--- src/rtl/mab_pkg.sv ---
package mab_pkg;

   typedef enum logic [1:0] {
      SZ_BYTE = 2'd0,
      SZ_HALF = 2'd1,
      SZ_WORD = 2'd2,
      SZ_RSVD = 2'd3
   } acc_size_e;

   typedef enum logic [1:0] {
      TGT_NONE = 2'd0,
      TGT_TF   = 2'd1,
      TGT_CTL  = 2'd2,
      TGT_DATA = 2'd3
   } target_e;

endpackage

--- src/rtl/mab_decode.sv ---
module mab_decode
   import mab_pkg::*;
#(
   parameter int ADDR_W    = 32,
   parameter int IDX_LO    = 4,
   parameter int IDX_HI    = 11,
   parameter int TF_FIRST  = 1,
   parameter int TF_LAST   = 7,
   parameter int CTL_IDX_A = 8,
   parameter int CTL_IDX_B = 22,
   parameter int DATA_IDX  = 0,
   localparam int IDX_W    = IDX_HI - IDX_LO + 1
) (
   input  logic [ADDR_W-1:0] addr,
   input  logic [1:0]        size,
   output logic [IDX_W-1:0]  index,
   output target_e           target
);

   assign index = addr[IDX_HI:IDX_LO];

   logic is_tf, is_ctl, is_data;

   always_comb begin
      is_tf   = (int'(index) >= TF_FIRST) && (int'(index) <= TF_LAST);
      is_ctl  = (int'(index) == CTL_IDX_A) || (int'(index) == CTL_IDX_B);
      is_data = (int'(index) == DATA_IDX);
   end

   always_comb begin
      target = TGT_NONE;
      unique case (acc_size_e'(size))
         SZ_BYTE: begin
            if (is_tf)       target = TGT_TF;
            else if (is_ctl) target = TGT_CTL;
         end
         SZ_HALF, SZ_WORD: begin
            if (is_data) target = TGT_DATA;
         end
         default: target = TGT_NONE;
      endcase
   end

endmodule

--- src/rtl/mab_swap.sv ---
module mab_swap #(
   parameter int LANES  = 4,
   parameter int LANE_W = 8,
   localparam int W     = LANES * LANE_W
) (
   input  logic [W-1:0] din,
   output logic [W-1:0] dout
);

   generate
      if (LANES < 1) begin : g_bad
         $error("mab_swap: LANES must be at least 1");
      end
      for (genvar i = 0; i < LANES; i++) begin : g_lane
         assign dout[i*LANE_W +: LANE_W] = din[(LANES-1-i)*LANE_W +: LANE_W];
      end
   endgenerate

endmodule

--- src/rtl/mab_rdreg.sv ---
module mab_rdreg
   import mab_pkg::*;
#(
   parameter int BUS_W  = 32,
   parameter int REG_W  = 8,
   localparam int HALF_W = BUS_W / 2
) (
   input  logic             clk,
   input  logic             rst_n,
   input  logic             rd_req,
   input  target_e          target,
   input  logic [1:0]       size,
   input  logic [REG_W-1:0] tf_val,
   input  logic [REG_W-1:0] stat_val,
   input  logic [HALF_W-1:0] half_sw,
   input  logic [BUS_W-1:0] word_sw,
   output logic [BUS_W-1:0] rdata,
   output logic             rvalid
);

   logic [BUS_W-1:0] nxt;

   always_comb begin
      nxt = '0;
      unique case (target)
         TGT_TF:   nxt = BUS_W'(tf_val);
         TGT_CTL:  nxt = BUS_W'(stat_val);
         TGT_DATA: nxt = (acc_size_e'(size) == SZ_HALF) ? BUS_W'(half_sw) : word_sw;
         default: begin
            unique case (acc_size_e'(size))
               SZ_BYTE: nxt = BUS_W'({REG_W{1'b1}});
               SZ_HALF: nxt = BUS_W'({HALF_W{1'b1}});
               default: nxt = {BUS_W{1'b1}};
            endcase
         end
      endcase
   end

   always_ff @(posedge clk or negedge rst_n) begin
      if (!rst_n) begin
         rdata  <= '0;
         rvalid <= 1'b0;
      end else begin
         rvalid <= rd_req;
         if (rd_req) rdata <= nxt;
      end
   end

endmodule

--- src/rtl/mmio_ata_bridge.sv ---
module mmio_ata_bridge
   import mab_pkg::*;
#(
   parameter int ADDR_W    = 32,
   parameter int BUS_W     = 32,
   parameter int REG_W     = 8,
   parameter int IDX_LO    = 4,
   parameter int IDX_HI    = 11,
   parameter int TF_FIRST  = 1,
   parameter int TF_LAST   = 7,
   parameter int CTL_IDX_A = 8,
   parameter int CTL_IDX_B = 22,
   parameter int SEL_W     = 3
) (
   input  logic              clk,
   input  logic              rst_n,
   input  logic              bus_req,
   input  logic              bus_we,
   input  logic [1:0]        bus_size,
   input  logic [ADDR_W-1:0] bus_addr,
   input  logic [BUS_W-1:0]  bus_wdata,
   output logic [BUS_W-1:0]  bus_rdata,
   output logic              bus_rvalid,
   output logic [SEL_W-1:0]  tf_sel,
   output logic              tf_rd,
   output logic              tf_wr,
   output logic [REG_W-1:0]  tf_wdata,
   input  logic [REG_W-1:0]  tf_rdata,
   output logic              ctl_wr,
   output logic [REG_W-1:0]  ctl_wdata,
   output logic              stat_rd,
   input  logic [REG_W-1:0]  stat_rdata,
   output logic              dp_rd,
   output logic              dp_wr,
   output logic              dp_wide,
   output logic [BUS_W-1:0]  dp_wdata,
   input  logic [BUS_W-1:0]  dp_rdata
);

   localparam int IDX_W      = IDX_HI - IDX_LO + 1;
   localparam int LANES      = BUS_W / REG_W;
   localparam int HALF_LANES = LANES / 2;
   localparam int HALF_W     = BUS_W / 2;

   generate
      if (BUS_W != 4 * REG_W) begin : g_chk_bus
         $error("mmio_ata_bridge: bus must be four register lanes wide");
      end
      if ((1 << IDX_W) <= CTL_IDX_B || (1 << IDX_W) <= CTL_IDX_A) begin : g_chk_idx
         $error("mmio_ata_bridge: index field too narrow for control aliases");
      end
      if ((1 << SEL_W) <= TF_LAST) begin : g_chk_sel
         $error("mmio_ata_bridge: select width too narrow");
      end
      if (IDX_HI >= ADDR_W) begin : g_chk_addr
         $error("mmio_ata_bridge: index above address width");
      end
   endgenerate

   logic [IDX_W-1:0] index;
   target_e          target;

   mab_decode #(
      .ADDR_W   (ADDR_W),
      .IDX_LO   (IDX_LO),
      .IDX_HI   (IDX_HI),
      .TF_FIRST (TF_FIRST),
      .TF_LAST  (TF_LAST),
      .CTL_IDX_A(CTL_IDX_A),
      .CTL_IDX_B(CTL_IDX_B),
      .DATA_IDX (0)
   ) u_decode (
      .addr  (bus_addr),
      .size  (bus_size),
      .index (index),
      .target(target)
   );

   logic [HALF_W-1:0] wr_half_sw, rd_half_sw;
   logic [BUS_W-1:0]  wr_word_sw, rd_word_sw;

   mab_swap #(.LANES(HALF_LANES), .LANE_W(REG_W)) u_wr_half (
      .din (bus_wdata[HALF_W-1:0]),
      .dout(wr_half_sw)
   );
   mab_swap #(.LANES(LANES), .LANE_W(REG_W)) u_wr_word (
      .din (bus_wdata),
      .dout(wr_word_sw)
   );
   mab_swap #(.LANES(HALF_LANES), .LANE_W(REG_W)) u_rd_half (
      .din (dp_rdata[HALF_W-1:0]),
      .dout(rd_half_sw)
   );
   mab_swap #(.LANES(LANES), .LANE_W(REG_W)) u_rd_word (
      .din (dp_rdata),
      .dout(rd_word_sw)
   );

   logic rd_go, wr_go;

   always_comb begin
      rd_go = bus_req && !bus_we;
      wr_go = bus_req &&  bus_we;
   end

   always_comb begin
      tf_sel    = index[SEL_W-1:0];
      tf_wdata  = bus_wdata[REG_W-1:0];
      ctl_wdata = bus_wdata[REG_W-1:0];
      tf_rd     = rd_go && (target == TGT_TF);
      tf_wr     = wr_go && (target == TGT_TF);
      stat_rd   = rd_go && (target == TGT_CTL);
      ctl_wr    = wr_go && (target == TGT_CTL);
      dp_rd     = rd_go && (target == TGT_DATA);
      dp_wr     = wr_go && (target == TGT_DATA);
      dp_wide   = (acc_size_e'(bus_size) == SZ_WORD);
      dp_wdata  = dp_wide ? wr_word_sw : BUS_W'(wr_half_sw);
   end

   mab_rdreg #(
      .BUS_W(BUS_W),
      .REG_W(REG_W)
   ) u_rdreg (
      .clk     (clk),
      .rst_n   (rst_n),
      .rd_req  (rd_go),
      .target  (target),
      .size    (bus_size),
      .tf_val  (tf_rdata),
      .stat_val(stat_rdata),
      .half_sw (rd_half_sw),
      .word_sw (rd_word_sw),
      .rdata   (bus_rdata),
      .rvalid  (bus_rvalid)
   );

endmodule

--- config.mk ---
export PLATFORM = sky130hd
export DESIGN_NAME = mmio_ata_bridge
export DESIGN_NICKNAME = d
export VERILOG_FILES = /design/src/rtl/mab_pkg.sv /design/src/rtl/mab_decode.sv /design/src/rtl/mab_swap.sv /design/src/rtl/mab_rdreg.sv /design/src/rtl/mmio_ata_bridge.sv
export SDC_FILE = /design/constraint.sdc
export NUM_CORES = 1
export LEC_CHECK = 0
export ABC_AREA = 1
export BUFFER_PORTS_ARGS = -buffer_cell sky130_fd_sc_hd__buf_2
export CAP_MARGIN = 20
export CORE_ASPECT_RATIO = 1.1
export CORE_UTILIZATION = 40
export CTS_BUF_LIST = sky130_fd_sc_hd__clkbuf_8
export DETAILED_ROUTE_END_ITERATION = 7
export PLACE_DENSITY = 0.75
export SYNTH_ARGS = -nofsm -noshare
export SYNTH_HDL_FRONTEND = slang
export SYNTH_HIERARCHICAL = 1
export SYNTH_SLANG_ARGS = --single-unit
--- constraint.sdc ---
create_clock -name clk -period 1.5 [get_ports clk]
set_input_delay 0.225 -clock clk [delete_from_list [all_inputs] [get_ports clk]]
set_output_delay 0.225 -clock clk [all_outputs]
set_load 0.005 [all_outputs]
# == Word level (Yosys, flattened, before mapping) ==
# Index checks and enable logic that the tools add are counted.
# Widths: inputs -> output; s select.
# classes
n_mux,8
n_eq_ne,7
n_lt_le_gt_ge,2
reduce_logical,14
# ops
op,n
$pmux 32 s3,1
$mux 32,2
$pmux 32 s2,1
$logic_and 1x1->1,9
$eq 8x5->1 const B,1
$eq 8x6->1 const B,1
$ge 8x1->1 const B,1
$le 8x3->1 const B,1
$logic_not 8->1,1
$eq 2x2->1 const B,3
$mux 2,3
$eq 2x1->1 const B,2
$pmux 2 s2,1
$logic_not 2->1,1
$reduce_or 2->1,1
$logic_not 1->1,1
$logic_or 1x1->1,1
# word_totals
out_inout_bits,91
regBits,33

# == Logic depth before layout (Yosys ltp) ==
# Gate-level depths: netlist of run 1.
# logic_depth
ltp_word,7
ltp_mapped,12

# == By module ==
# Netlist of run 1, hierarchy kept.
# modules_own_cells
mod,area_per_inst_um2,cells_per_inst,instances,seq_area_each_um2
mab_rdreg,1881.8,258,1,825.8
mmio_ata_bridge,646.9,120,1,0.0
mab_swap at u_rd_word ...,240.2,32,2,0.0
mab_swap at u_rd_half ...,120.1,16,2,0.0
mab_decode,231.5,42,1,0.0

# == Least setup slack after synthesis of run 1 ==
# OpenSTA, ideal clock, no wires.
# synth_path
path_type,input to register
startpoint,input port bus_size[0]
endpoint,register u_rdreg.rdata[16]
path_stages,8
slack_ns,-0.173
arrival_ns,1.552
setup_time_ns,0.121
path_buffers,1
t_required_ns,1.379
cell_sequence,inv_1 > ha_1 > nand3_1 > a21oi_1 > nor2_2 > a21oi_4 > buf_4 > a21oi_2
# synth_via
elab_chain_len,5
word_cells_on_any_way,11
# synth_rtl
item,line,rtl
from (decl),mmio_ata_bridge.sv:19,"input logic [1:0] bus_size,"
$eq 2x2->1 or $eq 2x1->1 (tied branches),mab_decode.sv:32,unique case (acc_size_e'(size))
$reduce_or 2->1,mab_decode.sv:32,
$pmux 2 s2 (*),mab_decode.sv:32,
via target[0],mmio_ata_bridge.sv:61,target_e target;
$eq 2x2->1 or $eq 2x1->1 (tied branches),mab_rdreg.sv:25,unique case (target)
$pmux 32 s3 (*),mab_rdreg.sv:25,
to (signal assigned),mab_rdreg.sv:45,if (rd_req) rdata <= nxt;
to (decl),mab_rdreg.sv:17,"output logic [BUS_W-1:0] rdata,"
# Mark *: on every way through the listed nets, which the timed path passes. The rest lies on a longest branch.
# A chain may end at the register's enable or synchronous reset.

# == Final worst setup path of run 1 ==
# layout_path
startpoint,input port bus_addr[11]
endpoint,output port stat_rd
# layout_via
elab_chain_len,7
word_cells_on_any_way,13
# layout_rtl
item,line,rtl
from (decl),mmio_ata_bridge.sv:20,"input logic [ADDR_W-1:0] bus_addr,"
branches (longest 4 deep; another with $ge 8x1->1),-,
$pmux 2 s2 (*),mab_decode.sv:32,
via target[1],mmio_ata_bridge.sv:61,
$eq 2x2->1 (*),mmio_ata_bridge.sv:112,stat_rd = rd_go && (target == TGT_CTL);
$logic_and 1x1->1 (*),mmio_ata_bridge.sv:112,
to (decl),mmio_ata_bridge.sv:31,"output logic stat_rd,"
# Mark *: on every way through the listed nets, which the timed path passes.

==> results of run 1 <==
-- state kept, by name, indices dropped and copies added (netlist names) --
| register | cells |
|---|---|
| u_rdreg/rdata | 32 |
| u_rdreg/rvalid | 1 |
-- through the flow --
stage	utilization [%]	worst slack [ns]
2_1_floorplan	-	-0.0102
3_3_place_gp	45.0	-0.289
3_5_place_dp	45.0	-0.325
4_1_cts	47.3	-0.0323
5_1_grt	48.4	-0.116
6_report	48.4	-0.0470
-- layout make-up --
class,instances,area share [%]
tap,111,3.43
clock buffer,6,2.04
sequential,33,20.4
timing repair buffer,210,29.7
inverter,76,7.78
multi-input combinational,272,35.8
clock inverter,2,0.834
-- power groups by stage --
stage               sequential (mW)  combinational, mW  clock (mW)
detailed placement             1.03              0.730           0
finish                         1.02              0.757       0.881
floorplan                      1.04              0.545           0
global route                   1.03              0.839       0.946
global placement               1.03              0.711           0
CTS                            1.02              0.745       0.904
-- what timing repair did --
action | in CTS | in global routing
endpoints found under the hold margin | 33 | 0
resized for setup | 16 | 26
hold buffers | 1 | 0
buffers inserted | 2 | 1
cloned | 0 | 1
setup endpoints to repair | 8 | 33
pin swaps | 14 | 22
-- critical path: cells and delay by family --
| family | cells | cell delay, ns |
|---|---|---|
| simple gates | 7 | 0.52 |
| buf+inv | 4 | 0.41 |
| compound gates | 1 | 0.16 |
-- path summary, 6_finish.rpt --
path,from,endpoint,slack [ns],depth (start not counted)
max,bus_addr[11],stat_rd,-0.05,12
min,dp_rdata[14],u_rdreg/rdata[22],0.19,3
max reg2reg,u_rdreg/rdata[4],u_rdreg/rdata[4],0.83,2
min reg2reg,u_rdreg/rdata[21],u_rdreg/rdata[21],0.51,2
max in group asynchronous,rst_n,u_rdreg/rvalid,0.69,3
min in group asynchronous,rst_n,u_rdreg/rdata[25],0.50,3
-- per-layer routing --
layer  vias up  part of all wire [%]  track usage, %  wire length (microns)
met1      1448                    37            20.1                   3250
met2       161                    54            36.9                   4770
met5         -                     0               0                      0
li1       1598                     -               -                      -
met3        13                   8.1            5.20                    719
met4         0                   1.8            6.33                    157
==> results.py, run 1 <==
metrics = {
    "synth": {
        "synthCells": 511,
        "syn_nets": 631,
        "syn_avg_cell_area_sq_um": 6.74,
        "yosys_warnings": 6,
        "netlist_area_sq_um": 3440,
    },
    "die": {
        "floorplan.core_area_sq_um": 8360,
        "num_io_pins": 209,
        "floorplan.die_area_sq_um": 8980,
        "start_util_pct": 41.2,
        "die_h_microns": 99.3,
        "die_width_microns": 90.5,
        "floorplan.rows": 35,
    },
    "clock_network": {
        "clock-root-buffer": "clkbuf_8",
        "clock_latency_ns": 0.28,
        "clkTransAtPathRegs_ns": 0.07,
        "clockBufferDepth": 2,
        "number_of_clock_buffers_inserted_by_tritoncts": 5,
        "tritoncts_num_sinks": 33,
        "clock_tree_from_tritoncts": "done",
        "ctsHtreeMaxLevel": 2,
    },
    "pwr": {
        "net-switching-power_mw": 0.796,
        "sequentialPowerShare_pct": 38.4,
        "irDropWorstVdd_mv": 0.499,
        "p_comb_share_pct": 28.5,
        "power_per_cell_area_nw_per_um2": 657,
        "cell_internal_pwr_mw": 1.86,
        "pwr-share-clk_pct": 33.1,
        "p_leak_nw": 2.28,
        "power.total_mw": 2.66,
        "netSwitchingFraction_pct": 29.9,
    },
    "placement": {
        "dp_cells": 697,
        "place.detailed.hpwl_microns": 6880,
        "place.gp.congestion": 0.759,
        "port_buffers": 184,
        "post_dp_cell_area_sq_um": 3760,
    },
    "critical_path": {
        "crit_path_end_kind": "output pin",
        "cpPeakStageDelay_ns": 0.16,
        "crit_path_max_fanout": 3,
        "worstPathCellList": "buf_8 > inv_12 > nand2_4 > nor2_4 > nand2_1 > nand2_1 > nand2_2 > a21oi_4 > buf_6 > nand2_4 > nor2_1 > buf_2",
        "worst_setup_path_start_kind": "input port",
        "required_ns": 1.27,
        "cp.arrival_ns": 1.32,
        "worst-setup-path-type": "in2out",
        "critPathSlowestCell": "a21oi_4",
    },
    "global_route": {
        "grt_overflow_total": 0,
        "first_pass_grt_wire_length_microns": 13900,
        "antenna_found_initial": 0,
        "grt_start_max_net_pins": 34,
        "global_route.usage.total_pct": 19.2,
        "first_global_vias": 3013,
    },
    "detailed_routing": {
        "num_vias": 3220,
        "remaining_drc_errors": 0,
        "wl_microns": 8900,
        "vias_per_cell": 4.54,
        "avgRoutedWirePerCell_microns": 12.5,
        "drt_pass_1_iters": 6,
        "drt_iter0_markers": 107,
        "antenna_violating_nets_post_route": 0,
    },
    "status": {
        "violations": "setup timing",
        "run_status": "finished with violations",
    },
    "run": {
        "drv_cap": 0,
    },
    "timing": {
        "fmax_mhz": 646,
        "time_the_worst_path_needs_with_i_o_delays_and_setup_ns": 1.55,
        "setup_viol_count_final": 6,
        "slew_headroom_pct": 70.5,
        "finalHoldViolations": 0,
        "fin_worst_skew_ns": 0,
        "fin_worst_hold_slack_ns": 0.186,
        "fin_tns_setup_ns": -0.194,
        "finalWorstSetupSlack_ns": -0.0470,
        "rsz_0062_raised_after_global_routing": "true",
        "actual_slew_at_the_worst_max_slew_pin_ns": 0.443,
        "slew_viol_final": 0,
        "layout_worst_path_cycle_share_pct": 103,
    },
    "final_layout": {
        "final_common_cell": "buf_2",
        "synthToLayoutAreaGrowth_pct": 17.6,
        "sequential_cell_area_sq_um": 826,
        "proportion_of_layout_cells_with_a_drive_suffix_above_1_pct": 50.3,
        "multiInputGateArea_sq_um": 1450,
        "post-route-cell-area_sq_um": 4050,
        "nets": 718,
        "antennaDiodeCount": 0,
        "fillCellCount": 838,
        "layout_common_cells": "buf_2, nand2_1, inv_1",
        "layout.cells.non_filler": 710,
    },
    "hold_path": {
        "worstHoldPathType": "in2reg",
    },
}
Power figures use the tool's default switching activity.
==> run 2, diff against run 1 <==
--- a/config.mk
+++ b/config.mk
@@ -5,14 +5,14 @@
 export SDC_FILE = /design/constraint.sdc
 export NUM_CORES = 1
 export LEC_CHECK = 0
-export ABC_AREA = 1
+export ABC_AREA = 0
 export BUFFER_PORTS_ARGS = -buffer_cell sky130_fd_sc_hd__buf_2
-export CAP_MARGIN = 20
-export CORE_ASPECT_RATIO = 1.1
+export CAP_MARGIN = 40
+export CORE_ASPECT_RATIO = 1.4
 export CORE_UTILIZATION = 40
 export CTS_BUF_LIST = sky130_fd_sc_hd__clkbuf_8
 export DETAILED_ROUTE_END_ITERATION = 7
-export PLACE_DENSITY = 0.75
+export PLACE_DENSITY = 0.77
 export SYNTH_ARGS = -nofsm -noshare
 export SYNTH_HDL_FRONTEND = slang
 export SYNTH_HIERARCHICAL = 1
==> run 2 against run 1 <==
The flow still finishes with violations (setup timing). Maximum frequency shrank 8.7%. Cell area down 5.2%. Synthesized cell count is 30% lower. Sequential power is 5% higher. Non-clock buffer count unchanged. Via count decreased by 17%. Cell count shrank 24%. Total power shrank 3.8%. Critical endpoint is now tf_rd. Largest power group unchanged.
==> results.py, run 2 <==
metrics = {
    "synth": {
        "syn_nets": 478,
        "netlist_area_sq_um": 3150,
        "synthCells": 358,
        "yosys_warnings": 6,
        "syn_avg_cell_area_sq_um": 8.80,
    },
    "final_layout": {
        "register_with_the_most_flip_flops": "u_rdreg/rdata",
        "multiInputGateArea_sq_um": 1400,
        "synthToLayoutAreaGrowth_pct": 21.9,
        "largest_register_ffs": 32,
        "nets": 561,
        "layout_common_cells": "buf_2, dfrtp_1, nor2_1",
        "top_flop_regs": "u_rdreg/rdata x32, u_rdreg/rvalid x1",
        "final_common_cell": "buf_2",
        "sequential_cell_area_sq_um": 826,
        "fillCellCount": 696,
        "layout.core_utilization_pct": 51.2,
        "post-route-cell-area_sq_um": 3840,
        "antennaDiodeCount": 0,
        "proportion_of_layout_cells_with_a_drive_suffix_above_1_pct": 58.4,
    },
    "clock_network": {
        "clock_latency_ns": 0.28,
        "clock-root-buffer": "clkbuf_8",
        "ctsHtreeMaxLevel": 2,
        "tritoncts_num_sinks": 33,
        "clock_tree_from_tritoncts": "done",
        "clockBufferDepth": 2,
        "number_of_clock_buffers_inserted_by_tritoncts": 5,
        "clkTransAtPathRegs_ns": 0.07,
    },
    "die": {
        "floorplan.core_area_sq_um": 7500,
        "floorplan.rows": 37,
        "die_width_microns": 77.0,
        "start_util_pct": 42.0,
        "floorplan.die_area_sq_um": 8240,
        "die_h_microns": 107,
        "num_io_pins": 209,
    },
    "critical_path": {
        "worst-setup-path-type": "in2out",
        "required_ns": 1.27,
        "crit_path_max_fanout": 5,
        "worstPathCellList": "buf_8 > nor4b_4 > o2111ai_2 > a211oi_2 > buf_4 > nand2b_4 > nor2_2 > buf_2",
        "worst_path_dominant_cell_family": "simple AND/OR/NAND/NOR gates",
        "cp.buffers_inverters": 3,
        "worst_setup_path_start_kind": "input port",
        "cpPeakStageDelay_ns": 0.28,
        "critPathSlowestCell": "nor4b_4",
        "crit_path_end_kind": "output pin",
        "cp.arrival_ns": 1.47,
    },
    "detailed_routing": {
        "wl_microns": 8250,
        "drt_pass_1_iters": 4,
        "avgRoutedWirePerCell_microns": 15.3,
        "drt_iter0_markers": 74,
        "antenna_violating_nets_post_route": 0,
        "remaining_drc_errors": 0,
        "num_vias": 2687,
        "vias_per_cell": 4.99,
    },
    "placement": {
        "place.gp.congestion": 0.731,
        "port_buffers": 184,
        "place.detailed.hpwl_microns": 6060,
        "post_dp_cell_area_sq_um": 3420,
    },
    "pwr": {
        "irDropWorstVdd_mv": 0.691,
        "power_per_cell_area_nw_per_um2": 666,
        "p_leak_nw": 1.87,
    },
    "global_route": {
        "grt_overflow_total": 0,
        "antenna_found_initial": 0,
        "global_route.usage.total_pct": 19.6,
        "first_pass_grt_wire_length_microns": 12800,
        "grt_start_max_net_pins": 34,
        "first_global_vias": 2677,
    },
    "timing": {
        "slew_headroom_pct": 59.1,
        "slew_viol_final": 0,
        "setup_viol_count_final": 45,
        "fmax_mhz": 590,
        "time_the_worst_path_needs_with_i_o_delays_and_setup_ns": 1.69,
        "actual_slew_at_the_worst_max_slew_pin_ns": 0.613,
        "finalWorstSetupSlack_ns": -0.194,
        "layout_worst_path_cycle_share_pct": 113,
        "finalHoldViolations": 0,
        "rsz_0062_raised_after_global_routing": "true",
        "fin_worst_skew_ns": 0,
    },
    "run": {
        "drv_cap": 0,
    },
    "hold_path": {
        "worstHoldPathType": "in2reg",
    },
    "status": {
        "run_status": "finished with violations",
        "violations": "setup timing",
    },
}
## run 2: cell count changes in the layout (fill, tap and decap cells not counted), moves of 10 or more
cell     before  now
nand2_1      84    3
inv_1        61    3
nand3_1      44   16
nor2_1       51   29
buf_6         9   27
nand2_2      19    1
nor2_2       22    4
mux2i_1       0   17
mux2_4        0   16
and2_1        0   15
buf_2       176  161
o21ai_0       0   12
a21oi_2      11    1
## run 2: stage by stage
stage                     instances  power (mW)  worst slack [ns]  hold WS, ns  TNS, ns
after floorplan                 358        1.62            -0.203      -0.0706    -3.37
after global placement          520        1.81            -0.307        0.272   -11.81
after detailed placement        520        1.83            -0.341        0.279   -12.72
after CTS                       541        2.58            -0.182        0.194    -3.23
after global routing            539        2.69            -0.293        0.204    -7.69
final                           539        2.56            -0.194        0.200    -2.95
## run 2: worst reg2reg max path, cell delays in order, from the launching register on
cell and delay, ns:
dfrtp_1 0.40, o21ai_0 0.21, o22ai_2 0.09
## run 2: path summary, 6_finish.rpt
path | slack [ns] | start | cells after the start | to
setup / recovery | -0.19 | bus_addr[8] | 8 | tf_rd
hold reg to reg | 0.50 | u_rdreg/rdata[0] | 2 | u_rdreg/rdata[0]
hold / removal | 0.20 | dp_rdata[14] | 3 | u_rdreg/rdata[22]
max in group asynchronous | 0.69 | rst_n | 3 | u_rdreg/rdata[18]
setup reg to reg | 0.69 | u_rdreg/rdata[12] | 2 | u_rdreg/rdata[12]
min in group asynchronous | 0.50 | rst_n | 3 | u_rdreg/rdata[24]
## run 2: power by group
part           leakage [nW]  internal (mW)  total [mW]  switching [mW]
logic                  1.46          0.482       0.850           0.368
clock network        0.0491          0.315       0.642           0.327
registers             0.362           1.00        1.07          0.0681
## run 2: routing by layer
| metal | routed length [microns] | up-vias | global-route usage (%) | share of wire [%] |
|---|---|---|---|---|
| li1 | - | 1252 | - | - |
| met5 | 0 | - | 0 | 0 |
| met2 | 4200 | 175 | 36.4 | 51 |
| met1 | 2890 | 1249 | 20.1 | 35 |
| met4 | 99 | 0 | 6.87 | 1.2 |
| met3 | 1060 | 11 | 7.15 | 13 |
## run 2: layout make-up
| class | count | area share [%] |
|---|---|---|
| well taps | 97 | 3.16 |
| repair buffers | 210 | 36.1 |
| inverters | 5 | 0.586 |
| multi-input cells | 186 | 36.5 |
| clock buffers | 5 | 1.79 |
| flip-flops and latches | 33 | 21.5 |
| clock inverters | 3 | 0.358 |
## run 2: what timing repair did
item                                    in CTS  in global routing
endpoints found under the setup margin      47                 70
hold buffers                                 1                  0
cloned                                       3                  0
setup buffers                                9                  2
hold endpoints to repair                    33                  0
gates resized for setup                     42                 18
pin swaps                                    4                  3
==> run 3, diff against run 2 <==
--- a/config.mk
+++ b/config.mk
@@ -8,7 +8,6 @@
 export ABC_AREA = 0
 export BUFFER_PORTS_ARGS = -buffer_cell sky130_fd_sc_hd__buf_2
 export CAP_MARGIN = 40
-export CORE_ASPECT_RATIO = 1.4
 export CORE_UTILIZATION = 40
 export CTS_BUF_LIST = sky130_fd_sc_hd__clkbuf_8
 export DETAILED_ROUTE_END_ITERATION = 7
==> run 3 against run 2 <==
The run still ends with setup timing left. Non-clock buffer count grew 4. Core utilization up 1.9 points. First-iteration DRC count shrank 2.7%. Critical path depth did not move. Flip-flop and latch count stayed put. Global-route usage rose by 0.16 points. Via count shrank 1.5%. Clock power is 34% higher. Sequential power about the same. Routed wire length increased by 4.8%. Hold slack worse by 0.012 ns. Die area barely moved. Critical path type unchanged. Highest routed layer unchanged.
==> results.py, run 3 (synthesis gave the netlist of run 2 again) <==
metrics = {
    "timing": {
        "setup_viol_count_final": 46,
        "rsz_0062_raised_after_global_routing": "true",
        "fin_worst_hold_slack_ns": 0.188,
        "slew_headroom_pct": 50.7,
        "layout_worst_path_cycle_share_pct": 110,
        "time_the_worst_path_needs_with_i_o_delays_and_setup_ns": 1.65,
        "finalWorstSetupSlack_ns": -0.152,
        "fin_worst_skew_ns": 0,
        "slew_viol_final": 0,
        "finalHoldViolations": 0,
        "actual_slew_at_the_worst_max_slew_pin_ns": 0.739,
        "fmax_mhz": 606,
    },
    "clock_network": {
        "ctsHtreeMaxLevel": 2,
        "clock_latency_ns": 0.28,
        "clockBufferDepth": 2,
        "tritoncts_num_sinks": 33,
        "clkTransAtPathRegs_ns": 0.08,
        "number_of_clock_buffers_inserted_by_tritoncts": 5,
        "clock-root-buffer": "clkbuf_8",
        "clock_tree_from_tritoncts": "done",
    },
    "placement": {
        "post_dp_cell_area_sq_um": 3420,
        "place.gp.congestion": 0.885,
        "detailedPlace.worstSlack_ns": -0.367,
        "place.detailed.hpwl_microns": 5830,
        "dp_cells": 526,
        "port_buffers": 184,
    },
    "critical_path": {
        "worstPathCellList": "buf_8 > nor4b_4 > o2111ai_2 > a211oi_2 > buf_4 > nand2_2 > nor2_1 > buf_2",
        "crit_path_max_fanout": 4,
        "critPathSlowestCell": "nor4b_4",
        "worst_setup_path_start_kind": "input port",
        "cp.arrival_ns": 1.43,
        "crit-reg2reg-launch": "u_rdreg/rdata[8]",
        "crit_path_end_kind": "output pin",
        "worst_path_dominant_cell_family": "simple AND/OR/NAND/NOR gates",
        "worst-setup-path-type": "in2out",
        "cpPeakStageDelay_ns": 0.27,
        "cp.buffers_inverters": 3,
        "worst-r2r-setup-slack_ns": 0.57,
        "crit_start": "bus_addr[8]",
        "required_ns": 1.27,
    },
    "die": {
        "num_io_pins": 209,
        "floorplan.die_area_sq_um": 8240,
        "die_h_microns": 90.8,
        "die_width_microns": 90.8,
        "start_util_pct": 41.0,
        "floorplan.rows": 32,
        "floorplan.core_area_sq_um": 7690,
    },
    "pwr": {
        "irDropWorstVdd_mv": 0.474,
        "p_leak_nw": 1.93,
        "power.total_mw": 2.82,
        "power_per_cell_area_nw_per_um2": 692,
    },
    "detailed_routing": {
        "wl_microns": 8650,
        "antenna_violating_nets_post_route": 0,
        "avgRoutedWirePerCell_microns": 15.8,
        "num_vias": 2647,
        "remaining_drc_errors": 0,
        "drt_iter0_markers": 72,
        "vias_per_cell": 4.82,
        "drt_pass_1_iters": 4,
    },
    "final_layout": {
        "post-route-cell-area_sq_um": 4080,
        "layout_common_cells": "buf_2, dfrtp_1, nor2_1",
        "nets": 566,
        "largest_register_ffs": 32,
        "multiInputGateArea_sq_um": 1510,
        "proportion_of_layout_cells_with_a_drive_suffix_above_1_pct": 62.9,
        "layout.cells.non_filler": 549,
        "sequential_cell_area_sq_um": 826,
        "fillCellCount": 712,
        "antennaDiodeCount": 0,
        "register_with_the_most_flip_flops": "u_rdreg/rdata",
        "synthToLayoutAreaGrowth_pct": 29.5,
        "top_flop_regs": "u_rdreg/rdata x32, u_rdreg/rvalid x1",
        "final_common_cell": "buf_2",
    },
    "global_route": {
        "antenna_found_initial": 0,
        "grt_overflow_total": 0,
        "first_pass_grt_wire_length_microns": 13000,
        "global_route.usage.total_pct": 19.8,
        "grt_start_max_net_pins": 38,
        "first_global_vias": 2643,
    },
    "status": {
        "violations": "setup timing",
        "run_status": "finished with violations",
    },
    "run": {
        "drv_cap": 0,
    },
    "hold_path": {
        "worstHoldPathType": "in2reg",
        "worstHoldStart": "dp_rdata[14]",
    },
}
-- run 3: changes by cell type in the layout (fill, tap and decap cells not counted), sizes merged --
cell	change
bufinv	+1
clkinvlp	+2
bufbuf	+1
inv	-1
buf	+3
clkinv	-1
-- run 3: what timing repair did --
action	CTS	global route
endpoints found under the setup margin	47	62
pin swaps	10	10
hold buffers	1	0
hold endpoints to repair	17	0
gates resized for setup	43	42
gates cloned	5	1
setup buffers	9	2
-- run 3: worst paths after layout --
check | to | cells after the start
worst min register to register | u_rdreg/rdata[2] | 2
worst max register to register | u_rdreg/rdata[8] | 2
min in group asynchronous | u_rdreg/rdata[30] | 2
worst max-delay path | dp_rd | 8
max in group asynchronous | u_rdreg/rdata[7] | 3
worst min-delay path | u_rdreg/rdata[22] | 3
-- run 3: power by group --
part           leakage [nW]  switching, mW  total [mW]  internal [mW]
clock                0.0543          0.362       0.859          0.497
sequential            0.362         0.0655        1.06          0.999
combinational          1.52          0.394       0.901          0.507
total                  1.93          0.821        2.82           2.00
-- run 3: cell type report --
type / instances / area share, %
Timing Repair Buffer: 214 / 36.0
Inverter: 5 / 0.552
Clock buffer: 5 / 1.69
Sequential cell: 33 / 20.2
Clock inverter: 3 / 1.13
Multi-Input combinational cell: 186 / 37.1
Timing Repair inverter: 1 / 0.184
Tap cell: 102 / 3.13
-- run 3: tightest hold or removal path, delay by kind of cell --
family / cells / cell delay, ns
buf+inv: 1 / 0.10
simple gates: 1 / 0.06
compound gates: 1 / 0.06
-- run 3: per-stage QoR --
stage               setup TNS, ns  utilization (%)
CTS                         -1.76             50.3
global placement            -9.11             44.4
detailed placement         -11.65             44.4
floorplan                   -3.37                -
finish                      -2.45             53.1
global route                -6.18             53.1
-- run 3: layer usage --
metal / vias up / wire length (microns) / GRT usage [%]
met2: 122 / 4520 / 35.4
met3: 17 / 441 / 3.79
li1: 1271 / - / -
met1: 1237 / 3510 / 23.3
met5: - / 0 / 0
met4: 0 / 177 / 7.53
